<file path="src/rtl/rx_chain_pkg.sv">
package rx_chain_pkg;
  localparam int unsigned BYTE_W = 8;
  localparam int unsigned N_STG  = 3;
  typedef logic [BYTE_W-1:0] byte_t;
endpackage

</file>
<file path="src/rtl/rx_deser.sv">
module rx_deser #(
  parameter int unsigned W = 8
) (
  input  logic         clk_i,
  input  logic         rst_ni,
  input  logic         bit_i,
  input  logic         stb_i,
  output logic         done_o,
  output logic [W-1:0] word_o
);
  localparam int unsigned CW = (W > 1) ? $clog2(W) : 1;

  logic [W-1:0]  sr_q;
  logic [CW-1:0] cnt_q;
  logic          last;

  assign last   = (cnt_q == CW'(W-1));
  assign done_o = stb_i & last;
  assign word_o = {bit_i, sr_q[W-1:1]};

  always_ff @(posedge clk_i or negedge rst_ni) begin
    if (!rst_ni) begin
      sr_q  <= '0;
      cnt_q <= '0;
    end else if (stb_i) begin
      sr_q  <= {bit_i, sr_q[W-1:1]};
      cnt_q <= last ? '0 : cnt_q + 1'b1;
    end
  end
endmodule

</file>
<file path="src/rtl/rx_stage.sv">
module rx_stage #(
  parameter int unsigned W = 8
) (
  input  logic         clk_i,
  input  logic         rst_ni,
  input  logic         load_i,
  input  logic [W-1:0] din_i,
  input  logic         leave_i,
  output logic         vld_o,
  output logic [W-1:0] dout_o
);
  always_ff @(posedge clk_i or negedge rst_ni) begin
    if (!rst_ni) begin
      vld_o  <= 1'b0;
      dout_o <= '0;
    end else if (load_i) begin
      vld_o  <= 1'b1;
      dout_o <= din_i;
    end else if (leave_i) begin
      vld_o  <= 1'b0;
    end
  end
endmodule

</file>
<file path="src/rtl/rx_fall_chain.sv">
module rx_fall_chain
  import rx_chain_pkg::*;
(
  input  logic              clk_i,
  input  logic              rst_ni,
  input  logic              bit_i,
  input  logic              bit_stb_i,
  input  logic              rd_i,
  input  logic              ovr_clr_i,
  output logic [BYTE_W-1:0] data_o,
  output logic              avail_o,
  output logic              ovr_o
);
  localparam int unsigned TOP = N_STG - 1;

  logic                          done;
  byte_t                         word;
  logic [N_STG-1:0]              stage_vld;
  logic [N_STG-1:0][BYTE_W-1:0]  stage_dat;
  logic [N_STG-1:0]              leave;
  logic [N_STG-1:0]              load;
  logic                          ovr_set;

  rx_deser #(.W(BYTE_W)) u_deser (
    .clk_i  (clk_i),
    .rst_ni (rst_ni),
    .bit_i  (bit_i),
    .stb_i  (bit_stb_i),
    .done_o (done),
    .word_o (word)
  );

  // leave ripples top-down: a stage empties if the one above can take it
  always_comb begin
    leave[TOP] = rd_i & stage_vld[TOP];
    for (int i = TOP - 1; i >= 0; i--) begin
      leave[i] = stage_vld[i] & (~stage_vld[i+1] | leave[i+1]);
    end
  end

  assign load[0] = done & (~stage_vld[0] | leave[0]);
  assign ovr_set = done & stage_vld[0] & ~leave[0];

  for (genvar g = 0; g < N_STG; g++) begin : g_stg
    if (g == 0) begin : g_bot
      rx_stage #(.W(BYTE_W)) u_stage (
        .clk_i   (clk_i),
        .rst_ni  (rst_ni),
        .load_i  (load[0]),
        .din_i   (word),
        .leave_i (leave[0]),
        .vld_o   (stage_vld[0]),
        .dout_o  (stage_dat[0])
      );
    end else begin : g_up
      assign load[g] = leave[g-1];
      rx_stage #(.W(BYTE_W)) u_stage (
        .clk_i   (clk_i),
        .rst_ni  (rst_ni),
        .load_i  (load[g]),
        .din_i   (stage_dat[g-1]),
        .leave_i (leave[g]),
        .vld_o   (stage_vld[g]),
        .dout_o  (stage_dat[g])
      );
    end
  end

  always_ff @(posedge clk_i or negedge rst_ni) begin
    if (!rst_ni)        ovr_o <= 1'b0;
    else if (ovr_set)   ovr_o <= 1'b1;
    else if (ovr_clr_i) ovr_o <= 1'b0;
  end

  assign data_o  = stage_dat[TOP];
  assign avail_o = stage_vld[TOP];
endmodule

</file>
<file path="config.mk">
export PLATFORM = sky130hd
export DESIGN_NAME = rx_fall_chain
export DESIGN_NICKNAME = d
export VERILOG_FILES = /design/src/rtl/rx_chain_pkg.sv /design/src/rtl/rx_deser.sv /design/src/rtl/rx_stage.sv /design/src/rtl/rx_fall_chain.sv
export SDC_FILE = /design/constraint.sdc
export NUM_CORES = 1
export LEC_CHECK = 0
export BUFFER_PORTS_ARGS = -buffer_cell sky130_fd_sc_hd__clkbuf_2
export CORE_MARGIN = 2
export CORE_UTILIZATION = 50
export DETAILED_ROUTE_END_ITERATION = 10
export PLACE_DENSITY_LB_ADDON = 0.2
export SYNTH_ARGS = -nofsm -noshare
export SYNTH_HDL_FRONTEND = slang
export SYNTH_SLANG_ARGS = --single-unit
</file>
<file path="constraint.sdc">
create_clock -name clk_i -period 1.35 [get_ports clk_i]
set_input_delay 0.0675 -clock clk_i [delete_from_list [all_inputs] [get_ports clk_i]]
set_output_delay 0.0675 -clock clk_i [all_outputs]
set_load 0.1 [all_outputs]
</file>
# After elaboration in Yosys (flattened, before gate mapping)
# Cells that the tools add are included.
[totals] reg_bits=39 elab_cells=38 out_inout_bits=10 inputBits=6
[classes] n_bitwise=14 addsub=1 mux=9 eq_ne=1 n_reduce_logical=4
[ops] op="$mux 1" n=8
[ops] op="$reduce_bool 2->1" n=4
[ops] op="$and 1x1->1" n=7
[ops] op="$not 1->1" n=4
[ops] op="$add 3x1->3 const B" n=1
[ops] op="$eq 3x3->1 const B" n=1
[ops] op="$mux 3" n=1
[ops] op="$or 1x1->1" n=3

# Depth between registers and ports, before layout
# Gate-level depths: netlist (run 1).
[depth] ltp_word=8 depth_mapped=6 ltp_nobuf=5

# Hierarchy
# A second synthesis (run 1) with hierarchy kept.
[unflattened] cells_unflattened=98 area_unflattened_um2=1636.6
[modules_own_cells] module="rx_stage" seq_area_each_um2=225.2 cells_per_inst=20 n_inst=3 area_each_um2=369.1
[modules_own_cells] module="rx_deser" seq_area_each_um2=250.2 cells_per_inst=28 n_inst=1 area_each_um2=449.2
[modules_own_cells] module="rx_fall_chain" seq_area_each_um2=25.0 cells_per_inst=10 n_inst=1 area_each_um2=80.1

# Worst setup path before layout (run 1)
# OpenSTA, ideal clock, no wires.
[synth_timing] kind="flip-flop to flip-flop" start="register g_stg[2].g_up.u_stage.vld_o" end="register g_stg[0].g_bot.u_stage.dout_o[0]" required_ns=1.225 t_arrival_ns=1.790 stages_incl_launch_ff=5 setup_slack_ns=-0.565 synth_period_minus_slack_ns=1.915 path_cell_list="dfrtp_1 -> nand4b_1 -> nor2b_1 -> buf_6 -> mux2_4"
[synth_between] elab_chain_len=7
[synth_rtl] element="from (decl)" line="rx_stage.sv:9" source="output logic vld_o,"
[synth_rtl] element="from (signal assigned)" line="rx_stage.sv:14" source="vld_o <= 1'b0;"
[synth_rtl] element="from (signal assigned)" line="rx_stage.sv:17" source="vld_o <= 1'b1;"
[synth_rtl] element="from (signal assigned)" line="rx_stage.sv:20" source="vld_o <= 1'b0;"
[synth_rtl] element="$and 1x1->1 / $not 1->1 (equally long branches)" line="rx_fall_chain.sv:35, rx_fall_chain.sv:37"
[synth_rtl] element="$or 1x1->1 *" line="rx_fall_chain.sv:37" source="leave[i] = stage_vld[i] & (~stage_vld[i+1] | leave[i+1]);"
[synth_rtl] element="$and 1x1->1 *" line="rx_fall_chain.sv:37"
[synth_rtl] element="$or 1x1->1 *" line="rx_fall_chain.sv:37"
[synth_rtl] element="$and 1x1->1 *" line="rx_fall_chain.sv:37"
[synth_rtl] element="$or 1x1->1 *" line="rx_fall_chain.sv:41" source="assign load[0] = done & (~stage_vld[0] | leave[0]);"
[synth_rtl] element="$and 1x1->1 *" line="rx_fall_chain.sv:41"
[synth_rtl] element="to (signal assigned)" line="rx_stage.sv:18" source="dout_o <= din_i;"
[synth_rtl] element="to (decl)" line="rx_stage.sv:10" source="output logic [W-1:0] dout_o"
# Every way passes the cells marked *; elsewhere a longest branch is shown, timed or not.
# A chain may end at the register's enable or synchronous reset.

# Final worst setup path (run 1)
[layout_timing] start="register u_deser.cnt_q[1]" end="register g_stg[0].g_bot.u_stage.dout_o[6]"
[layout_between] elab_chain_len=3
[layout_rtl] element="from (decl)" line="rx_deser.sv:14" source="logic [CW-1:0] cnt_q;"
[layout_rtl] element="from (signal assigned)" line="rx_deser.sv:27" source="cnt_q <= last ? '0 : cnt_q + 1'b1;"
[layout_rtl] element="$eq 3x3->1" line="rx_deser.sv:17" source="assign last = (cnt_q == CW'(W-1));"
[layout_rtl] element="$and 1x1->1" line="rx_deser.sv:18" source="assign done_o = stb_i & last;"
[layout_rtl] element="$and 1x1->1" line="rx_fall_chain.sv:41"
# No other way between the ends.

==> run metrics, run 1 <==
Final setup viols 8; most numerous cell in the Yosys netlist dfrtp_1; sequential fraction of design power 40.7%; internal power 2.80 mW; Peak Freq between 0.6 and 0.7 GHz; Ports 16; GRT Total Usage roughly 15%; leak pwr 0.963 nW; TritonCTS Buffers 5; Sw Ratio ~38%; row count 19; initial antenna violation count 0; largest net degree at the start of global routing 21; synthesized net count slightly below 100; Final Hold Vio Count 0; Max Root-Sink Buffers 2; routability cong. 0.655; clock latency on the worst-skew pair roughly 0.34 ns; post-synth top area share roughly 64%; pwr dens 2360 nW/um^2; core area 2780 sq um; predominant post-synthesis flop cell dfrtp_1; Yosys top cell by area dfrtp_1; vias in the first global route 772; first-pass GRT wire length 3.66 mm; DPL Wire Length 1.53 mm; Area after DPL about 1700 sq um; drt drc 0; WS Path Type reg2reg; Post-Syn Area per Cell around 16 sq um; VDD IR max 1.94 mV; IO buf count 15; Layout area overhead 28.0%; synth top area cells dfrtp_1, mux2_2, mux2_4; CTS tree yes; unrepaired setup endpoints after global routing yes; Final Util between 60% and 70%; Setup TNS -0.713 ns; Req. time, crit path around 1.6 ns; n_diodes 0; critical path fanouts, max 8; Setup crit end kind flop; Final nets 137; Clock Power Share 17.4%; clk sinks 38; post-layout power about 4.5 mW; Post-synth EDFFs 0; antenna-violating nets left 0; Post-Layout Inst Area roughly 1900 sq um; Max Cap Violations 0; Seq/Total Area, Yosys approximately 64%; Sw Pwr 1.68 mW; #FFs+latches synth 38; drt total wl 2.20 mm; Die ar. 3410 sq um; layout cell share with drive strength beyond 1 59.7%; Slew headroom 64.2%; Synth Cell Area 1480 sq um; H-tree depth 2; Starting DRT DRC Count 5; die height 58.4 microns; status complete, but fails checks; Clk pin slew, worst setup/hold paths 0.11 ns; starting density of the core 53.2%; crit path DAT approximately 1.7 ns; Via Count 798; first-pass iteration count of the detailed router 2; Tcrit/Tclk final 107%; wire per inst between 10 and 15 microns; Min Clock Period, post-route 1.45 ns; Clock Skew 0.00484 ns; vias per cell 4.99; violated checks negative setup slack; Synth warnings 0; Synth Instances 91; global route overflow 0; Max Transition Viols Final 0; count of different cell masters after synthesis 15; Hold WC Path Type in2reg; asr flop ratio synth 100%; top cells by count, synth dfrtp_1, mux2_2, mux2_4, nand2_1, nand2b_1; Root Buffer clkbuf_4; Comb power frac 41.9%; Slew @ Worst Pin 0.539 ns; Die Width between 50 and 60 microns; setup slack after layout -0.0978 ns; Worst setup SP type flop
worst max-delay path, stage by stage (launching register included):
cell and delay [ns]:
dfrtp_1 0.38, ha_2 0.20, ha_4 0.14, nand2_4 0.05, nor2b_4 0.13, buf_12 0.14, mux2_4 0.30
layout by cell type, fill, tap and decap left out, drive strengths merged, types with 2 or more instances in the layout:
cell | netlist | layout
dfrtp | 38 | 38
inv | 2 | 2
nand2b | 3 | 3
clkbuf | 0 | 21
dlygate4sd3 | 0 | 3
buf | 2 | 15
nand2 | 4 | 4
mux2 | 33 | 33
ha | 2 | 2
nand3b | 2 | 2
metal layers:
metal  wire length, microns  up-vias  track usage (%)  share of wire [%]
li1                       -      389                -                  -
met1                   1070      391             18.7                 49
met2                   1000       15             23.3                 46
met3                     91        3             5.93                4.1
met4                     33        0             6.98                1.5
met5                      0        -                0                  0
power by group through the flow:
| stage | registers [mW] | clock network (mW) | logic [mW] |
|---|---|---|---|
| after floorplan | 2.51 | 0 | 0.703 |
| after global placement | 1.82 | 0 | 1.68 |
| after detailed placement | 1.84 | 0 | 1.73 |
| after CTS | 1.82 | 0.803 | 1.83 |
| after global routing | 1.88 | 0.846 | 1.98 |
| final | 1.82 | 0.779 | 1.87 |
kinds of logic (layout without fill, tap and decap cells):
kind of cell	count (synthesis)	count (layout)	share of synthesized area, %
buffers and inverters	4	42	1.61
AND/OR/NAND/NOR	12	12	4.56
flip-flops	38	38	64.2
multiplexers	33	33	27.1
AO/OA/AOI/OAI	2	2	0.761
adder cells (fa/ha/maj)	2	2	1.69
registers in the layout (all words and copies together) (netlist names):
signal                      count
ovr_o                           1
g_stg.g_bot.u_stage.dout_o      8
g_stg.g_bot.u_stage.vld_o       1
u_deser.sr_q                    7
u_deser.cnt_q                   3
g_stg.g_up.u_stage.dout_o      16
g_stg.g_up.u_stage.vld_o        2
layout make-up:
class,instances,area [sq um]
inverters,2,7.51
clock inverters,1,30.0
flip-flops and latches,38,955
multi-input cells,49,576
repair buffers,33,236
fillers,214,887
clock buffers,6,51.3
well taps,31,38.8
what timing repair did:
item                                    CTS  global route
hold endpoints to repair                 41             0
pin swaps                                 2             3
buffers inserted                          3             2
hold buffers                              3             0
endpoints found under the setup margin    9            17
gates resized for setup                   7             2
stage by stage:
step | setup slack [ns] | hold WS, ns | cells
2_1_floorplan | -0.161 | -0.228 | 91
3_3_place_gp | -0.241 | -0.0746 | 145
3_5_place_dp | -0.313 | -0.0716 | 145
4_1_cts | -0.0836 | 0.0322 | 158
5_1_grt | -0.145 | 0.0454 | 160
6_report | -0.0978 | 0.0457 | 160
final timing paths:
| kind | to | from | slack (ns) | depth (start not counted) |
|---|---|---|---|---|
| worst max register to register | g_stg[0].g_bot.u_stage.dout_o[6] | u_deser.cnt_q[1] | -0.1 | 6 |
| worst max-delay path | g_stg[0].g_bot.u_stage.dout_o[6] | u_deser.cnt_q[1] | -0.1 | 6 |
| max in group asynchronous | g_stg[1].g_up.u_stage.dout_o[2] | rst_ni | 0.73 | 3 |
| min in group asynchronous | g_stg[0].g_bot.u_stage.vld_o | rst_ni | 0.10 | 2 |
| worst min register to register | g_stg[2].g_up.u_stage.dout_o[4] | g_stg[2].g_up.u_stage.dout_o[4] | 0.51 | 1 |
| worst min-delay path | g_stg[2].g_up.u_stage.vld_o | rd_i | 0.05 | 3 |
Power figures use the tool's default switching activity.
==> run 2, diff against run 1 <==
--- a/config.mk
+++ b/config.mk
@@ -9,7 +9,8 @@
 export CORE_MARGIN = 2
 export CORE_UTILIZATION = 50
 export DETAILED_ROUTE_END_ITERATION = 10
-export PLACE_DENSITY_LB_ADDON = 0.2
+export PLACE_DENSITY = 0.72
 export SYNTH_ARGS = -nofsm -noshare
 export SYNTH_HDL_FRONTEND = slang
 export SYNTH_SLANG_ARGS = --single-unit
+export TNS_END_PERCENT = 5
==> run 2 against run 1 <==
Effect of this change: the run still ends with negative setup slack left; combinational power shrank 8%; die area is the same; clock skew grew 0.0065 ns; register-to-register slack is essentially flat; critical endpoint is now g_stg[0].g_bot.u_stage.dout_o[5]; largest power group is now sequential cells.
==> run metrics, run 2 (synthesized netlist as in run 1, its figures left out) <==
R2R depth 6; status complete, but fails checks; r2r endpoint g_stg[0].g_bot.u_stage.dout_o[5]; worst hold path depth 3; Via Count 805; CTS tree yes; critical path fanouts, max 8; setup slack after layout -0.0929 ns; biggest regs g_stg.g_up.u_stage.dout_o (16), g_stg.g_bot.u_stage.dout_o (8), u_deser.sr_q (7); Final nets 133; pwr dens 2350 nW/um^2; Worst Min Path Start rd_i; Area after DPL 1660 sq um; Peak Freq about 0.69 GHz; max reg flops 16; Setup crit end kind flop; Die Width 58.4 microns; Max Root-Sink Buffers 2; vias in the first global route 870; first-pass iteration count of the detailed router 4; drt drc 0; unrepaired setup endpoints after global routing yes; wire per inst 14.2 microns; antenna-violating nets left 0; R2R setup slack -0.09 ns; row count 19; Root Buffer clkbuf_4; Setup TNS -0.678 ns; number of fill cells 202; Die ar. 3410 sq um; Ports 16; Tcrit/Tclk final 107%; non-filler cells, final 157; Starting DRT DRC Count 12; Final Hold Vio Count 0; Min Clock Period, post-route 1.44 ns; n_diodes 0; IO buf count 15; Clock Skew about 0.011 ns; violated checks negative setup slack; Worst setup SP type flop; DPL Wire Length 1.56 mm; clk sinks 38; clock latency on the worst-skew pair roughly 0.35 ns; initial antenna violation count 0; WS Path Type reg2reg; first-pass GRT wire length 3.98 mm; leak pwr between 0.9 and 1 nW; TritonCTS Buffers 5; worst hold endpoint g_stg[2].g_up.u_stage.vld_o; most frequent cells in the layout dfrtp_1, mux2_2, clkbuf_2; global route overflow 0; Slew @ Worst Pin 0.539 ns; routability cong. 0.653; R2R Path Start u_deser.cnt_q[0]; Biggest register g_stg.g_up.u_stage.dout_o; layout cell share with drive strength beyond 1 approximately three fifths; post-layout power 4.29 mW; Final Util 65.7%; largest net degree at the start of global routing 21; VDD IR max 1.76 mV; Max Cap Violations 0; starting density of the core 53.2%; Clk pin slew, worst setup/hold paths 0.12 ns; vias per cell ~5.1; drt total wl approximately 2.2 mm; core area around 2800 sq um; H-tree depth 2; Max Transition Viols Final 0; Hold WC Path Type in2reg; Final setup viols 8; die height 58.4 microns; commonest non-fill, non-tap cell in the layout dfrtp_1; placed cells 145; Layout area overhead 23.4%; Req. time, crit path 1.58 ns; Post-Layout Inst Area 1830 sq um; Slew headroom 64.2%; GRT Total Usage 16.0%; crit path DAT 1.68 ns
run 2: how the worst max path moves through the flow:
stage | endpoint | start | depth (start not counted) | slack (ns)
2_1_floorplan | g_stg[0].g_bot.u_stage.dout_o[0] | g_stg[2].g_up.u_stage.vld_o | 4 | -0.16
3_3_place_gp | g_stg[0].g_bot.u_stage.dout_o[7] | u_deser.cnt_q[0] | 5 | -0.25
3_5_place_dp | g_stg[0].g_bot.u_stage.dout_o[6] | u_deser.cnt_q[0] | 5 | -0.30
4_1_cts | g_stg[0].g_bot.u_stage.dout_o[2] | u_deser.cnt_q[0] | 6 | -0.08
5_1_grt | g_stg[0].g_bot.u_stage.dout_o[6] | u_deser.cnt_q[0] | 6 | -0.15
6_report | g_stg[0].g_bot.u_stage.dout_o[5] | u_deser.cnt_q[0] | 6 | -0.09
run 2: worst max-delay path: stages, from the launching register on:
cell and delay [ns]:
dfrtp_1 0.38, ha_2 0.20, ha_4 0.15, nand2_4 0.05, nor2b_4 0.12, buf_12 0.14, mux2_4 0.29
run 2: power by group:
| part | internal [mW] | leakage [nW] | switching (mW) |
|---|---|---|---|
| logic | 0.664 | 0.383 | 1.06 |
| registers | 1.57 | 0.481 | 0.239 |
| clock network | 0.384 | 0.0450 | 0.374 |
run 2: routing by layer:
metal,part of all wire [%],vias to the layer above,wire length (microns),GRT usage (%)
li1,-,386,-,-
met2,49,14,1080,26.0
met5,0,-,0,0
met3,4.3,5,96,5.93
met4,2.1,0,46,5.98
met1,45,400,1000,19.6
run 2: cell type report:
type                            instances  area (sq um)  area share, %
Clock buffer                            5          37.5           2.05
Clock inverter                          3          40.0           2.19
Inverter                                2          7.51          0.411
Multi-Input combinational cell         49           546           29.9
Sequential cell                        38           955           52.3
Tap cell                               31          38.8           2.12
Timing Repair Buffer                   29           203           11.1
run 2: metrics by stage:
stage | hold slack [ns] | worst slack [ns]
CTS | 0.0482 | -0.0755
finish | 0.0741 | -0.0929
detailed placement | 0.0443 | -0.297
global route | 0.0818 | -0.145
global placement | 0.0355 | -0.248
floorplan | -0.228 | -0.161
run 2: what timing repair did:
action,4_1_cts,5_1_grt
hold endpoints to repair,21,0
gates cloned,0,0
gates resized for setup,9,1
hold buffers,3,0
setup endpoints to repair,25,14
setup buffers,1,0
pin swaps,2,0
==> run 3, diff against run 2 <==
--- a/config.mk
+++ b/config.mk
@@ -6,10 +6,12 @@
 export NUM_CORES = 1
 export LEC_CHECK = 0
 export BUFFER_PORTS_ARGS = -buffer_cell sky130_fd_sc_hd__clkbuf_2
-export CORE_MARGIN = 2
+export CORE_MARGIN = 5
 export CORE_UTILIZATION = 50
 export DETAILED_ROUTE_END_ITERATION = 10
 export PLACE_DENSITY = 0.72
+export SKIP_LAST_GASP = 1
+export SLEW_MARGIN = 20
 export SYNTH_ARGS = -nofsm -noshare
 export SYNTH_HDL_FRONTEND = slang
 export SYNTH_SLANG_ARGS = --single-unit
==> run 3 against run 2 <==
Effect of this change: largest power group unchanged; non-clock buffer count rose by 2; the run still ends with negative setup slack left; first-iteration DRC count up 100%; via count increased by 2.4%; sequential power about the same; cell count is 1.3% higher.
==> run metrics, run 3 (synthesized netlist as in run 1, its figures left out) <==
routability cong. 0.694; starting density of the core 52.8%; worst hold endpoint g_stg[2].g_up.u_stage.vld_o; Slew headroom 64.0%; status complete, but fails checks; CTS tree yes; most frequent cells in the layout dfrtp_1, mux2_2, clkbuf_2; WS Path Type reg2reg; Clk pin slew, worst setup/hold paths 0.11 ns; CP startpoint u_deser.cnt_q[0]; vias in the first global route 891; Final nets around 140; Req. time, crit path 1.57 ns; layout cell share with drive strength beyond 1 57.8%; setup slack after layout -0.108 ns; first-pass GRT wire length 4.20 mm; initial antenna violation count 0; unrepaired setup endpoints after global routing yes; Max Root-Sink Buffers 2; max reg flops 16; Final setup viols 16; Starting DRT DRC Count 24; Die Width 64.4 microns; Clock Power Share 14.3%; Peak Freq 0.686 GHz; R2R Path Start u_deser.cnt_q[0]; Tcrit/Tclk final 108%; leak pwr around 0.91 nW; die height approximately 64 microns; clock latency on the worst-skew pair about 0.33 ns; pre-CTS WS -0.325 ns; drt total wl 2.30 mm; Ports 16; Worst Min Path Start rd_i; wire per inst around 14 microns; biggest regs g_stg.g_up.u_stage.dout_o (16), g_stg.g_bot.u_stage.dout_o (8), u_deser.sr_q (7); Clock Skew slightly above 0.005 ns; drt drc 0; TritonCTS Buffers 5; Max Transition Viols Final 0; sequential fraction of design power 43.5%; critical path fanouts, max 8; Die ar. 4150 sq um; commonest non-fill, non-tap cell in the layout dfrtp_1; Hold WC Path Type in2reg; global route overflow 0; Worst setup SP type flop; Final Hold Vio Count 0; worst hold path depth 3; R2R setup slack -0.11 ns; post-layout power 4.15 mW; VDD IR max 1.09 mV; antenna-violating nets left 0; internal power 2.50 mW; Slew @ Worst Pin 0.543 ns; Biggest register g_stg.g_up.u_stage.dout_o; vias per cell about 5.2; Sw Ratio between 30% and 40%; H-tree depth 2; largest net degree at the start of global routing 23; R2R depth 6; Min Clock Period, post-route 1.46 ns; Root Buffer clkbuf_4; pwr dens 2270 nW/um^2; crit path DAT 1.67 ns; Sw Pwr 1.65 mW; Via Count 824; Max Cap Violations 0; GRT Total Usage 13.6%; clk sinks 38; Comb power frac 42.2%; n_diodes 0; DPL Wire Length 1.58 mm; hold_ws 0.0288 ns; IO buf count 15; first-pass iteration count of the detailed router 4; row count 19; violated checks negative setup slack; core area 2810 sq um; Layout area overhead 23.6%; r2r endpoint g_stg[0].g_bot.u_stage.dout_o[6]; Setup crit end kind flop
-- run 3: cell types whose count changed in the layout (fill, tap and decap cells not counted), sizes merged --
cell    change
clkinv      -1
buf         +3
bufinv      -1
clkbuf      +1
-- run 3: power groups by stage --
stage | Sequential [mW] | Combinational, mW | Clock (mW)
4_1_cts | 1.81 | 1.73 | 0.619
6_report | 1.80 | 1.75 | 0.595
3_3_place_gp | 1.80 | 1.62 | 0
2_1_floorplan | 2.50 | 0.622 | 0
5_1_grt | 1.86 | 1.87 | 0.692
3_5_place_dp | 1.82 | 1.66 | 0
-- run 3: metrics by stage --
step | TNS [ns] | utilization [%] | instances | instance area, sq um
after floorplan | -2.60 | - | 91 | 1490
after global placement | -2.38 | 59.7 | 145 | 1670
after detailed placement | -3.37 | 59.7 | 145 | 1670
after CTS | -0.943 | 64.8 | 158 | 1820
after global routing | -2.38 | 65.2 | 159 | 1830
final | -1.05 | 65.2 | 159 | 1830
-- run 3: layout make-up --
class,instances,area [sq um]
fillers,211,976
flip-flops and latches,38,955
multi-input cells,49,538
repair buffers,31,230
clock buffers,7,55.1
well taps,31,38.8
inverters,2,7.51
clock inverters,1,5.00
-- run 3: timing repair --
item                       4_1_cts  5_1_grt
pin swaps                        2        1
gates resized for setup          6        1
gates cloned                     0        0
setup endpoints to repair       24       24
hold endpoints to repair        19        0
hold buffers                     3        0
buffers inserted                 2        1
-- run 3: how the worst max path moves through the flow --
stage                                                  end  slack, ns  cells after the start
after floorplan           g_stg[0].g_bot.u_stage.dout_o[0]      -0.16                      4
after global placement    g_stg[0].g_bot.u_stage.dout_o[7]      -0.26                      5
after detailed placement  g_stg[0].g_bot.u_stage.dout_o[6]      -0.33                      5
after CTS                 g_stg[0].g_bot.u_stage.dout_o[6]      -0.08                      6
after global routing      g_stg[0].g_bot.u_stage.dout_o[6]      -0.16                      6
final                     g_stg[0].g_bot.u_stage.dout_o[6]      -0.11                      6
-- run 3: metal layers --
metal  global-route usage (%)  share of wire (%)  vias up
li1                         -                  -      392
met1                     17.0                 46      413
met2                     21.1                 49       14
met3                     4.15                3.3        5
met4                     7.12                1.9        0
met5                        0                  0        -
-- run 3: critical path: stages (launching register included) --
cell and delay, ns:
dfrtp_1 0.38, ha_2 0.20, ha_4 0.14, nand2_4 0.05, nor2b_4 0.13, buf_12 0.14
mux2_4 0.30
